===== src/rtl/ko_pkg.sv =====
package ko_pkg;
  localparam int unsigned KO_LOSS_W = 32;

  function automatic int unsigned cnt_width(input int unsigned n);
    return $clog2(n + 1);
  endfunction
endpackage


===== src/rtl/ko_addr_filter.sv =====
module ko_addr_filter #(
  parameter int unsigned N_IN      = 8,
  parameter int unsigned ADDR_W    = 3,
  parameter int unsigned PORT_ADDR = 5
) (
  input  logic [N_IN-1:0]        vld_i,
  input  logic [N_IN*ADDR_W-1:0] dst_i,
  output logic [N_IN-1:0]        pass_o
);
  localparam logic [ADDR_W-1:0] MY_ADDR = ADDR_W'(PORT_ADDR);

  for (genvar i = 0; i < N_IN; i++) begin : g_flt
    assign pass_o[i] = vld_i[i] && (dst_i[i*ADDR_W +: ADDR_W] == MY_ADDR);
  end
endmodule


===== src/rtl/ko_concentrator.sv =====
module ko_concentrator
  import ko_pkg::*;
#(
  parameter int unsigned N_IN   = 8,
  parameter int unsigned L_OUT  = 4,
  parameter int unsigned DATA_W = 16,
  localparam int unsigned CNT_W = cnt_width(N_IN)
) (
  input  logic [N_IN-1:0]         pass_i,
  input  logic [N_IN*DATA_W-1:0]  data_i,
  output logic [L_OUT-1:0]        lane_vld_o,
  output logic [L_OUT*DATA_W-1:0] lane_data_o,
  output logic [CNT_W-1:0]        hit_cnt_o,
  output logic [CNT_W-1:0]        drop_o
);
  localparam logic [CNT_W-1:0] L_CNT = CNT_W'(L_OUT);

  logic [CNT_W-1:0] rank [N_IN];
  logic [CNT_W-1:0] run;

  // rank[i] = number of passing cells on inputs below i
  always_comb begin
    run = '0;
    for (int i = 0; i < N_IN; i++) begin
      rank[i] = run;
      run     = run + CNT_W'(pass_i[i]);
    end
    hit_cnt_o = run;
  end

  assign drop_o = (hit_cnt_o > L_CNT) ? (hit_cnt_o - L_CNT) : '0;

  for (genvar j = 0; j < L_OUT; j++) begin : g_lane
    logic              sel_vld;
    logic [DATA_W-1:0] sel_dat;
    always_comb begin
      sel_vld = 1'b0;
      sel_dat = '0;
      for (int i = 0; i < N_IN; i++) begin
        if (pass_i[i] && rank[i] == CNT_W'(j)) begin
          sel_vld = 1'b1;
          sel_dat = data_i[i*DATA_W +: DATA_W];
        end
      end
    end
    assign lane_vld_o[j]                   = sel_vld;
    assign lane_data_o[j*DATA_W +: DATA_W] = sel_dat;
  end
endmodule


===== src/rtl/ko_loss_counter.sv =====
module ko_loss_counter #(
  parameter int unsigned LOSS_W = 32,
  parameter int unsigned CNT_W  = 4
) (
  input  logic              clk_i,
  input  logic              rst_ni,
  input  logic              clr_i,
  input  logic [CNT_W-1:0]  add_i,
  output logic [LOSS_W-1:0] total_o
);
  localparam logic [LOSS_W-1:0] SAT_MAX = '1;

  logic [LOSS_W:0] sum;
  assign sum = {1'b0, total_o} + (LOSS_W+1)'(add_i);

  always_ff @(posedge clk_i or negedge rst_ni) begin
    if (!rst_ni)       total_o <= '0;
    else if (clr_i)    total_o <= '0;
    else if (sum[LOSS_W]) total_o <= SAT_MAX;
    else               total_o <= sum[LOSS_W-1:0];
  end

  a_r9_clear_zeroes: assert property (@(posedge clk_i) disable iff (!rst_ni)
    clr_i |=> (total_o == '0));

  a_r8_no_decrease: assert property (@(posedge clk_i) disable iff (!rst_ni)
    !clr_i |=> (total_o >= $past(total_o)));

  a_r8_sat_hold: assert property (@(posedge clk_i) disable iff (!rst_ni)
    (!clr_i && total_o == SAT_MAX) |=> (total_o == SAT_MAX));
endmodule


===== src/rtl/ko_out_port.sv =====
module ko_out_port
  import ko_pkg::*;
#(
  parameter int unsigned N_IN      = 8,
  parameter int unsigned L_OUT     = 4,
  parameter int unsigned ADDR_W    = 3,
  parameter int unsigned DATA_W    = 16,
  parameter int unsigned PORT_ADDR = 5,
  parameter int unsigned LOSS_W    = KO_LOSS_W,
  localparam int unsigned CNT_W    = cnt_width(N_IN)
) (
  input  logic                    clk_i,
  input  logic                    rst_ni,
  input  logic [N_IN-1:0]         cell_vld_i,
  input  logic [N_IN*ADDR_W-1:0]  cell_dst_i,
  input  logic [N_IN*DATA_W-1:0]  cell_data_i,
  input  logic                    loss_clr_i,
  output logic [L_OUT-1:0]        lane_vld_o,
  output logic [L_OUT*DATA_W-1:0] lane_data_o,
  output logic [CNT_W-1:0]        drop_cnt_o,
  output logic [LOSS_W-1:0]       loss_total_o
);
  logic [N_IN-1:0]         pass;
  logic [L_OUT-1:0]        c_vld;
  logic [L_OUT*DATA_W-1:0] c_data;
  logic [CNT_W-1:0]        hit_cnt;
  logic [CNT_W-1:0]        c_drop;

  ko_addr_filter #(
    .N_IN(N_IN), .ADDR_W(ADDR_W), .PORT_ADDR(PORT_ADDR)
  ) u_filter (
    .vld_i(cell_vld_i), .dst_i(cell_dst_i), .pass_o(pass)
  );

  ko_concentrator #(
    .N_IN(N_IN), .L_OUT(L_OUT), .DATA_W(DATA_W)
  ) u_conc (
    .pass_i(pass), .data_i(cell_data_i), .lane_vld_o(c_vld),
    .lane_data_o(c_data), .hit_cnt_o(hit_cnt), .drop_o(c_drop)
  );

  ko_loss_counter #(
    .LOSS_W(LOSS_W), .CNT_W(CNT_W)
  ) u_loss (
    .clk_i(clk_i), .rst_ni(rst_ni), .clr_i(loss_clr_i),
    .add_i(c_drop), .total_o(loss_total_o)
  );

  always_ff @(posedge clk_i or negedge rst_ni) begin
    if (!rst_ni) begin
      lane_vld_o  <= '0;
      lane_data_o <= '0;
      drop_cnt_o  <= '0;
    end else begin
      lane_vld_o  <= c_vld;
      lane_data_o <= c_data;
      drop_cnt_o  <= c_drop;
    end
  end

  // lanes form a contiguous run from lane 0
  a_r2_packed: assert property (@(posedge clk_i) disable iff (!rst_ni)
    (({1'b0, lane_vld_o} & ({1'b0, lane_vld_o} + 1'b1)) == '0));

  a_r3_full_on_drop: assert property (@(posedge clk_i) disable iff (!rst_ni)
    (drop_cnt_o != '0) |-> (&lane_vld_o));

  a_r3_conserve: assert property (@(posedge clk_i) disable iff (!rst_ni)
    1'b1 |=> (($countones(lane_vld_o) + int'(drop_cnt_o)) == $past(int'(hit_cnt))));

  a_r1_idle_empty: assert property (@(posedge clk_i) disable iff (!rst_ni)
    (cell_vld_i == '0) |=> (lane_vld_o == '0 && drop_cnt_o == '0));
endmodule


===== config.mk =====
export PLATFORM = sky130hd
export DESIGN_NAME = ko_out_port
export DESIGN_NICKNAME = d
export VERILOG_FILES = /design/src/rtl/ko_pkg.sv /design/src/rtl/ko_addr_filter.sv /design/src/rtl/ko_concentrator.sv /design/src/rtl/ko_loss_counter.sv /design/src/rtl/ko_out_port.sv
export SDC_FILE = /design/constraint.sdc
export NUM_CORES = 1
export LEC_CHECK = 0
export ABC_AREA = 1
export ABC_CLOCK_PERIOD_IN_PS = 7200
export BUFFER_PORTS_ARGS = -buffer_cell sky130_fd_sc_hd__buf_2
export CORE_UTILIZATION = 35
export CTS_CLUSTER_DIAMETER = 150
export DETAILED_ROUTE_END_ITERATION = 8
export GPL_TIMING_DRIVEN = 0
export PLACE_DENSITY_LB_ADDON = 0.08
export SETUP_SLACK_MARGIN = 0.05
export SLEW_MARGIN = 20
export SYNTH_ARGS = -nofsm -noshare
export SYNTH_HDL_FRONTEND = slang
export SYNTH_SLANG_ARGS = --single-unit
export TNS_END_PERCENT = 1

===== constraint.sdc =====
create_clock -name clk_i -period 7.2 [get_ports clk_i]
set_clock_uncertainty 0.2 [all_clocks]
set_input_delay 0.72 -clock clk_i [delete_from_list [all_inputs] [get_ports clk_i]]
set_output_delay 0.72 -clock clk_i [all_outputs]
set_load 0.05 [all_outputs]

# Word level (Yosys, flattened, before mapping)
# Cells that the tools add are included.
[totals]
ff_bits = 104
inputBits = 163
output_inout_bits = 104
elab_cells = 138
[op_classes]
n_addsub = 9
order_cmp = 1
eq_ne = 26
n_mux = 57
n_reduce_logical = 41
[ops]
columns = ["op", "count"]
rows = [
  ["16-bit two-way mux", 27],
  ["32-bit two-way mux", 2],
  ["4-bit by 2-bit == test with 1-bit output, second input constant", 12],
  ["1-bit logical AND", 34],
  ["32-bit by 4-bit adder with 33-bit output", 1],
  ["4-bit logical NOT", 7],
  ["1-bit two-way mux", 27],
  ["4-bit by 1-bit adder with 4-bit output", 6],
  ["3-bit == test, second input constant", 8],
  ["4-bit by 1-bit == test with 1-bit output, second input constant", 6],
  ["4-bit by 3-bit greater-than comparator with 1-bit output, second input constant", 1],
  ["4-bit two-way mux", 1],
  ["4-bit by 3-bit subtractor with 4-bit output, second input constant", 1],
  ["1-bit by 1-bit adder with 2-bit output", 1],
]

# Depth between registers and ports, before layout
[depth]
word_depth = 14
mapped_depth = 35
depth_no_buf = 32

# Cells and area by module
# Synthesis repeated with hierarchy kept, for this count alone.
[unflattened]
hier_cells = 1758
area_unflattened_um2 = 10311.1
[by_module_without_submodules]
columns = ["module", "n_inst", "cells_each", "area_each_um2", "seq_area_each_um2"]
rows = [
  ["ko_concentrator", 1, 1322, 6068.3, 0.0],
  ["ko_loss_counter", 1, 332, 2301.0, 800.8],
  ["ko_out_port", 1, 72, 1801.7, 1801.7],
  ["ko_addr_filter", 1, 32, 140.1, 0.0],
]

# Worst setup path after synthesis
# OpenSTA, ideal clock, no wires.
[synth_timing]
kind = "input-to-reg"
start = "in cell_dst_i[3]"
end = "reg u_loss.total_o[27]"
setup_time_ns = 0.114
arrival_time_ns = 5.978
t_required_ns = 6.886
slack_ns = 0.908
cell_stages = 32
n_path_buf = 2
cell_sequence = "inv_1 -> nor3_1 -> inv_1 -> fa_1 -> inv_1 -> ha_1 -> ha_1 -> ha_1 -> ha_1 -> inv_1 -> nand2_1 -> nand2_2 -> inv_4 -> clkbuf_1 -> ha_1 -> inv_1 -> nand2_1 -> nand3_1 -> a21oi_1 -> ha_1 -> fa_1 -> nand3_1 -> nand3_1 -> nand2_1 -> inv_1 -> nand3_1 -> nor3_1 -> inv_1 -> clkbuf_1 -> nand3_1 -> nand2_1 -> inv_1"
[synth_via]
elab_chain_cells = 14
elab_cells_between_ends = 15
classes_between = "add/sub: 9; order compare: 1; eq/ne: 1; mux: 3; reduce/logical: 1"
[synth_rtl]
columns = ["item", "line", "source"]
rows = [
  ["start, declared", "ko_out_port.sv:15", "input logic [N_IN*ADDR_W-1:0] cell_dst_i,"],
  ["3-bit == test *", "ko_addr_filter.sv:13", "assign pass_o[i] = vld_i[i] && (dst_i[i*ADDR_W +: ADDR_W] == MY_ADDR);"],
  ["1-bit logical AND *", "ko_addr_filter.sv:13", ""],
  ["1-bit by 1-bit adder with 2-bit output *", "ko_concentrator.sv:26", "run = run + CNT_W'(pass_i[i]);"],
  ["4-bit by 1-bit adder with 4-bit output * (6 in a row)", "ko_concentrator.sv:26", ""],
  ["4-bit by 3-bit subtractor with 4-bit output or 4-bit by 3-bit greater-than comparator with 1-bit output (tied branches)", "ko_concentrator.sv:31", "assign drop_o = (hit_cnt_o > L_CNT) ? (hit_cnt_o - L_CNT) : '0;"],
  ["4-bit two-way mux *", "ko_concentrator.sv:31", ""],
  ["named net c_drop[0]", "ko_out_port.sv:27", "logic [CNT_W-1:0] c_drop;"],
  ["32-bit by 4-bit adder with 33-bit output *", "ko_loss_counter.sv:14", "assign sum = {1'b0, total_o} + (LOSS_W+1)'(add_i);"],
  ["32-bit two-way mux *", "ko_loss_counter.sv:19", "else if (sum[LOSS_W]) total_o <= SAT_MAX;"],
  ["32-bit two-way mux *", "ko_loss_counter.sv:18", "else if (clr_i) total_o <= '0;"],
  ["end signal, assigned", "ko_loss_counter.sv:20", "else total_o <= sum[LOSS_W-1:0];"],
  ["end, declared", "ko_loss_counter.sv:9", "output logic [LOSS_W-1:0] total_o"],
]
# The timed path passes the listed nets; every way through them passes the cells marked *.

# Worst setup path after layout
[layout_timing]
start = "in cell_dst_i[4]"
end = "reg u_loss.total_o[22]"
# The elaborated chain is that of the path after synthesis.

==> reports/results.ini <==
[routing]
drt-initial-drc-count = 771
drc = 0
vias = 12300
detailedRoute.firstPassIterationCount = 5
post_drt_wl_per_cell_um = 17.9
totalWireLength_mm = 42.4
vias_per_cell = 5.20
final_antenna_net_count = 0

[clocking]
cts_made_buffers = 9
cts-hold-fix-buffers = 0
clock_sink_count = 104
cts_max_path_buffers = 2
clkLatencyLatePin_ns = 0.35
cts.root.buffer_cell = clkbuf_16
cts_setup_buffers = 0
cts-htree-levels = 3
cts_tree = yes
clk_transition_reported_paths_ns = 0.08

[synth]
synth_cell_types = 38
postSynthRegisterBits = 104
synth_nets = 1878
post-synth-top-area-fraction = 0.256
main_combinational_cell_family_by_area_after_synthesis = simple AND/OR/NAND/NOR gates
yosys.area_share.simple = 0.541
synth_adder_area_share = 0.0285
yosysMostFrequentCell = nand2_1
fraction_of_synthesized_area_in_multiplexers = 0
syn_avg_cell_area_um2 = 6.01
ys.warnings.count = 0
number_of_synthesized_flops_with_an_enable_pin = 0
synth_seq_area_share = 0.256
synth_top_cells_by_area = dfrtp_1 (26%), nand2_1 (22%), nand4_1 (11%), nand3_1 (11%), inv_1 (5.7%)
synth_cells = 1693
synth_xor_area_frac = 0.0129
mappedNetlistArea_mm2 = 0.0102
synth_top_flop_cell = dfrtp_1
async_s_r_ff_share_synth = 1.00
synth_common_cells = nand2_1 (598), nand3_1 (218), nand4_1 (185)
synthDominantAreaCellType = dfrtp_1
synth_compound_area_frac = 0.0589

[grt]
grt-ovfl-total = 0
pin_count_of_the_biggest_net_entering_global_routing = 80
global_route.usage.met3 = 0.0238
grt_first_pass_wirelength_mm = 65.4
vias_in_the_first_global_route = 11800
grtUsageTotal = 0.286
use_met2 = 0.520
number_of_antenna_violations_at_the_first_check_in_global_routing = 2
grt_busiest_layer = met2
globalRouteMet1Util = 0.352

[critical_path]
worstSetupEndpointType = register
cp_data_required_time_ns = 7.29
cp_num_cells = 30
worstPathArrival_ns = 6.75
critical_path.top_delay_family = adder cells
r2r_cells = 13
critical_path.max_fanout = 19
slowest_delay_ns = 0.58
cp_num_buf_inv = 9
critical_path_top_delay_cell = fa_1
critPathKind = in2reg
timing.critical_path.from_type = primary input

[place]
place_hpwl_mm = 36.4
place.port_buffers = 266
placement.cell_area_mm2 = 0.0120
dpl.cell_count = 2344
place_congestion = 0.923

[worst_hold_path]
timing.hold.worst.class = in2async

[timing]
min_period_over_period = 0.924
final-max-slew-violation-count = 0
setup_repair_after_global_routing_missed_its_margin = true
slew-limit-headroom = 0.414
timing_worst_slew_pin_value_ns = 0.875
setup_tns_ns = 0
period_needed_ns = 6.66
final-hold-violation-count = 0
fmax_ghz = 0.150
timing.final.setup_violations = 0

[die]
number_of_rows_created_at_floorplan = 62
area_of_the_die_mm2 = 0.0297
core_mm2 = 0.0286
die-width_um = 172
floorplan.initialDensity = 0.355
fp.dieH_um = 172
ioPinCount = 267

[cells_and_area]
final_layout_size_suffix_gt1_frac = 0.187
fin_area_mm2 = 0.0123
instances_no_fill = 2361
fill_cells = 3213
layout.nets = 2155
layout-area-overhead-vs-synth_pct = 21.1
finished_core_util = 0.430

[job]
drv_cap = 0

[power]
static-leakage-power_nw = 6.88
vdd.ir_drop.worst_v = 0.000105
power_density_mw_per_mm2 = 118

[status]
run_status = completed

cell type report:
class	count	area (um^2)	area share
inverter	159	599	0.0486
sequential	104	2600	0.211
multi-input combinational	1327	6530	0.530
timing repair buffer	267	1370	0.111
clock inverter	5	40.0	0.00325
clock buffer	11	253	0.0205
buffer	102	440	0.0358
tap	384	480	0.0390
antenna	2	5.00	0.000406
metrics by stage:
stage | setup WS (ns) | hold slack [ns] | power [mW]
final | 0.544 | 0.0231 | 1.46
after CTS | 0.396 | 0.0219 | 1.46
after global routing | 0.0231 | 0.0324 | 1.52
after floorplan | 0.908 | 0.224 | 0.817
after global placement | -0.340 | 0.416 | 0.977
after detailed placement | -0.502 | 0.396 | 0.981
power breakdown:
part           leakage (nW)  internal, mW  total, mW  switching (mW)
combinational          5.31        0.0954      0.365           0.270
sequential             1.43         0.601      0.608         0.00610
clock                 0.134         0.256      0.483           0.227
per-layer routing:
| layer | share of wire | wire, um |
|---|---|---|
| met5 | 0.00031 | 13 |
| met1 | 0.43 | 18100 |
| met3 | 0.051 | 2150 |
| met4 | 0.028 | 1200 |
| met2 | 0.49 | 20900 |
what timing repair did:
item,CTS,global route
gates resized for setup,1,3
endpoints found under the setup margin,23,16
endpoints found under the hold margin,0,0
cells by family (layout without fill, tap and decap cells):
kind of cell,count (synthesis),count (layout)
and+or+nand+nor,1176,1176
buffers and inverters,262,544
AOI/OAI and AO/OA,114,114
DFF,104,104
adders and majority gates,22,22
xor gates and xnor gates,15,15
other,0,2
cells in the final DEF (no fill, tap or decap), types with 4 or more instances in the layout:
master,Yosys,routed
buf_2,24,289
nor2_1,96,96
nor3_2,4,5
o21ai_1,10,10
nand3b_1,8,8
clkbuf_16,0,9
or2_2,5,5
nand2_1,598,598
nand4_1,185,185
inv_1,154,154
xnor2_1,4,4
a31oi_1,16,16
buf_1,8,8
nor3_1,17,16
clkbuf_1,64,62
nor2_4,6,6
o21ai_0,50,50
nand2_2,16,16
xor2_1,11,11
nand3_1,218,218
nor2_2,7,7
ha_1,20,20
dfrtp_1,104,104
buf_4,7,7
nand4_4,6,6
a21oi_1,35,34
worst register-to-register path, cell delays in order (launching register included):
cell and delay [ns]:
dfrtp_1 0.40, ha_1 0.24, fa_1 0.42, nand3_1 0.10, nand3_1 0.14, nand2_1 0.21
inv_1 0.06, nand3_1 0.14, nor3_1 0.09, inv_1 0.17, clkbuf_2 0.31, nand3_1 0.12
nand2_1 0.07, inv_1 0.04
state kept, by name, indices dropped and copies added, names as in the netlist:
signal,cells
lane_data_o,64
u_loss.total_o,32
lane_vld_o,4
drop_cnt_o,4
worst paths after layout:
check                              startpoint                 end  slack, ns
max                             cell_dst_i[4]  u_loss.total_o[22]       0.54
min                                    rst_ni       drop_cnt_o[1]       0.02
max reg2reg                 u_loss.total_o[0]  u_loss.total_o[27]       4.40
min reg2reg                u_loss.total_o[31]  u_loss.total_o[31]       0.44
max in group asynchronous              rst_ni      lane_data_o[6]       6.12
min in group clk_i                 loss_clr_i   u_loss.total_o[2]       0.41
Power figures use the tool's default switching activity.
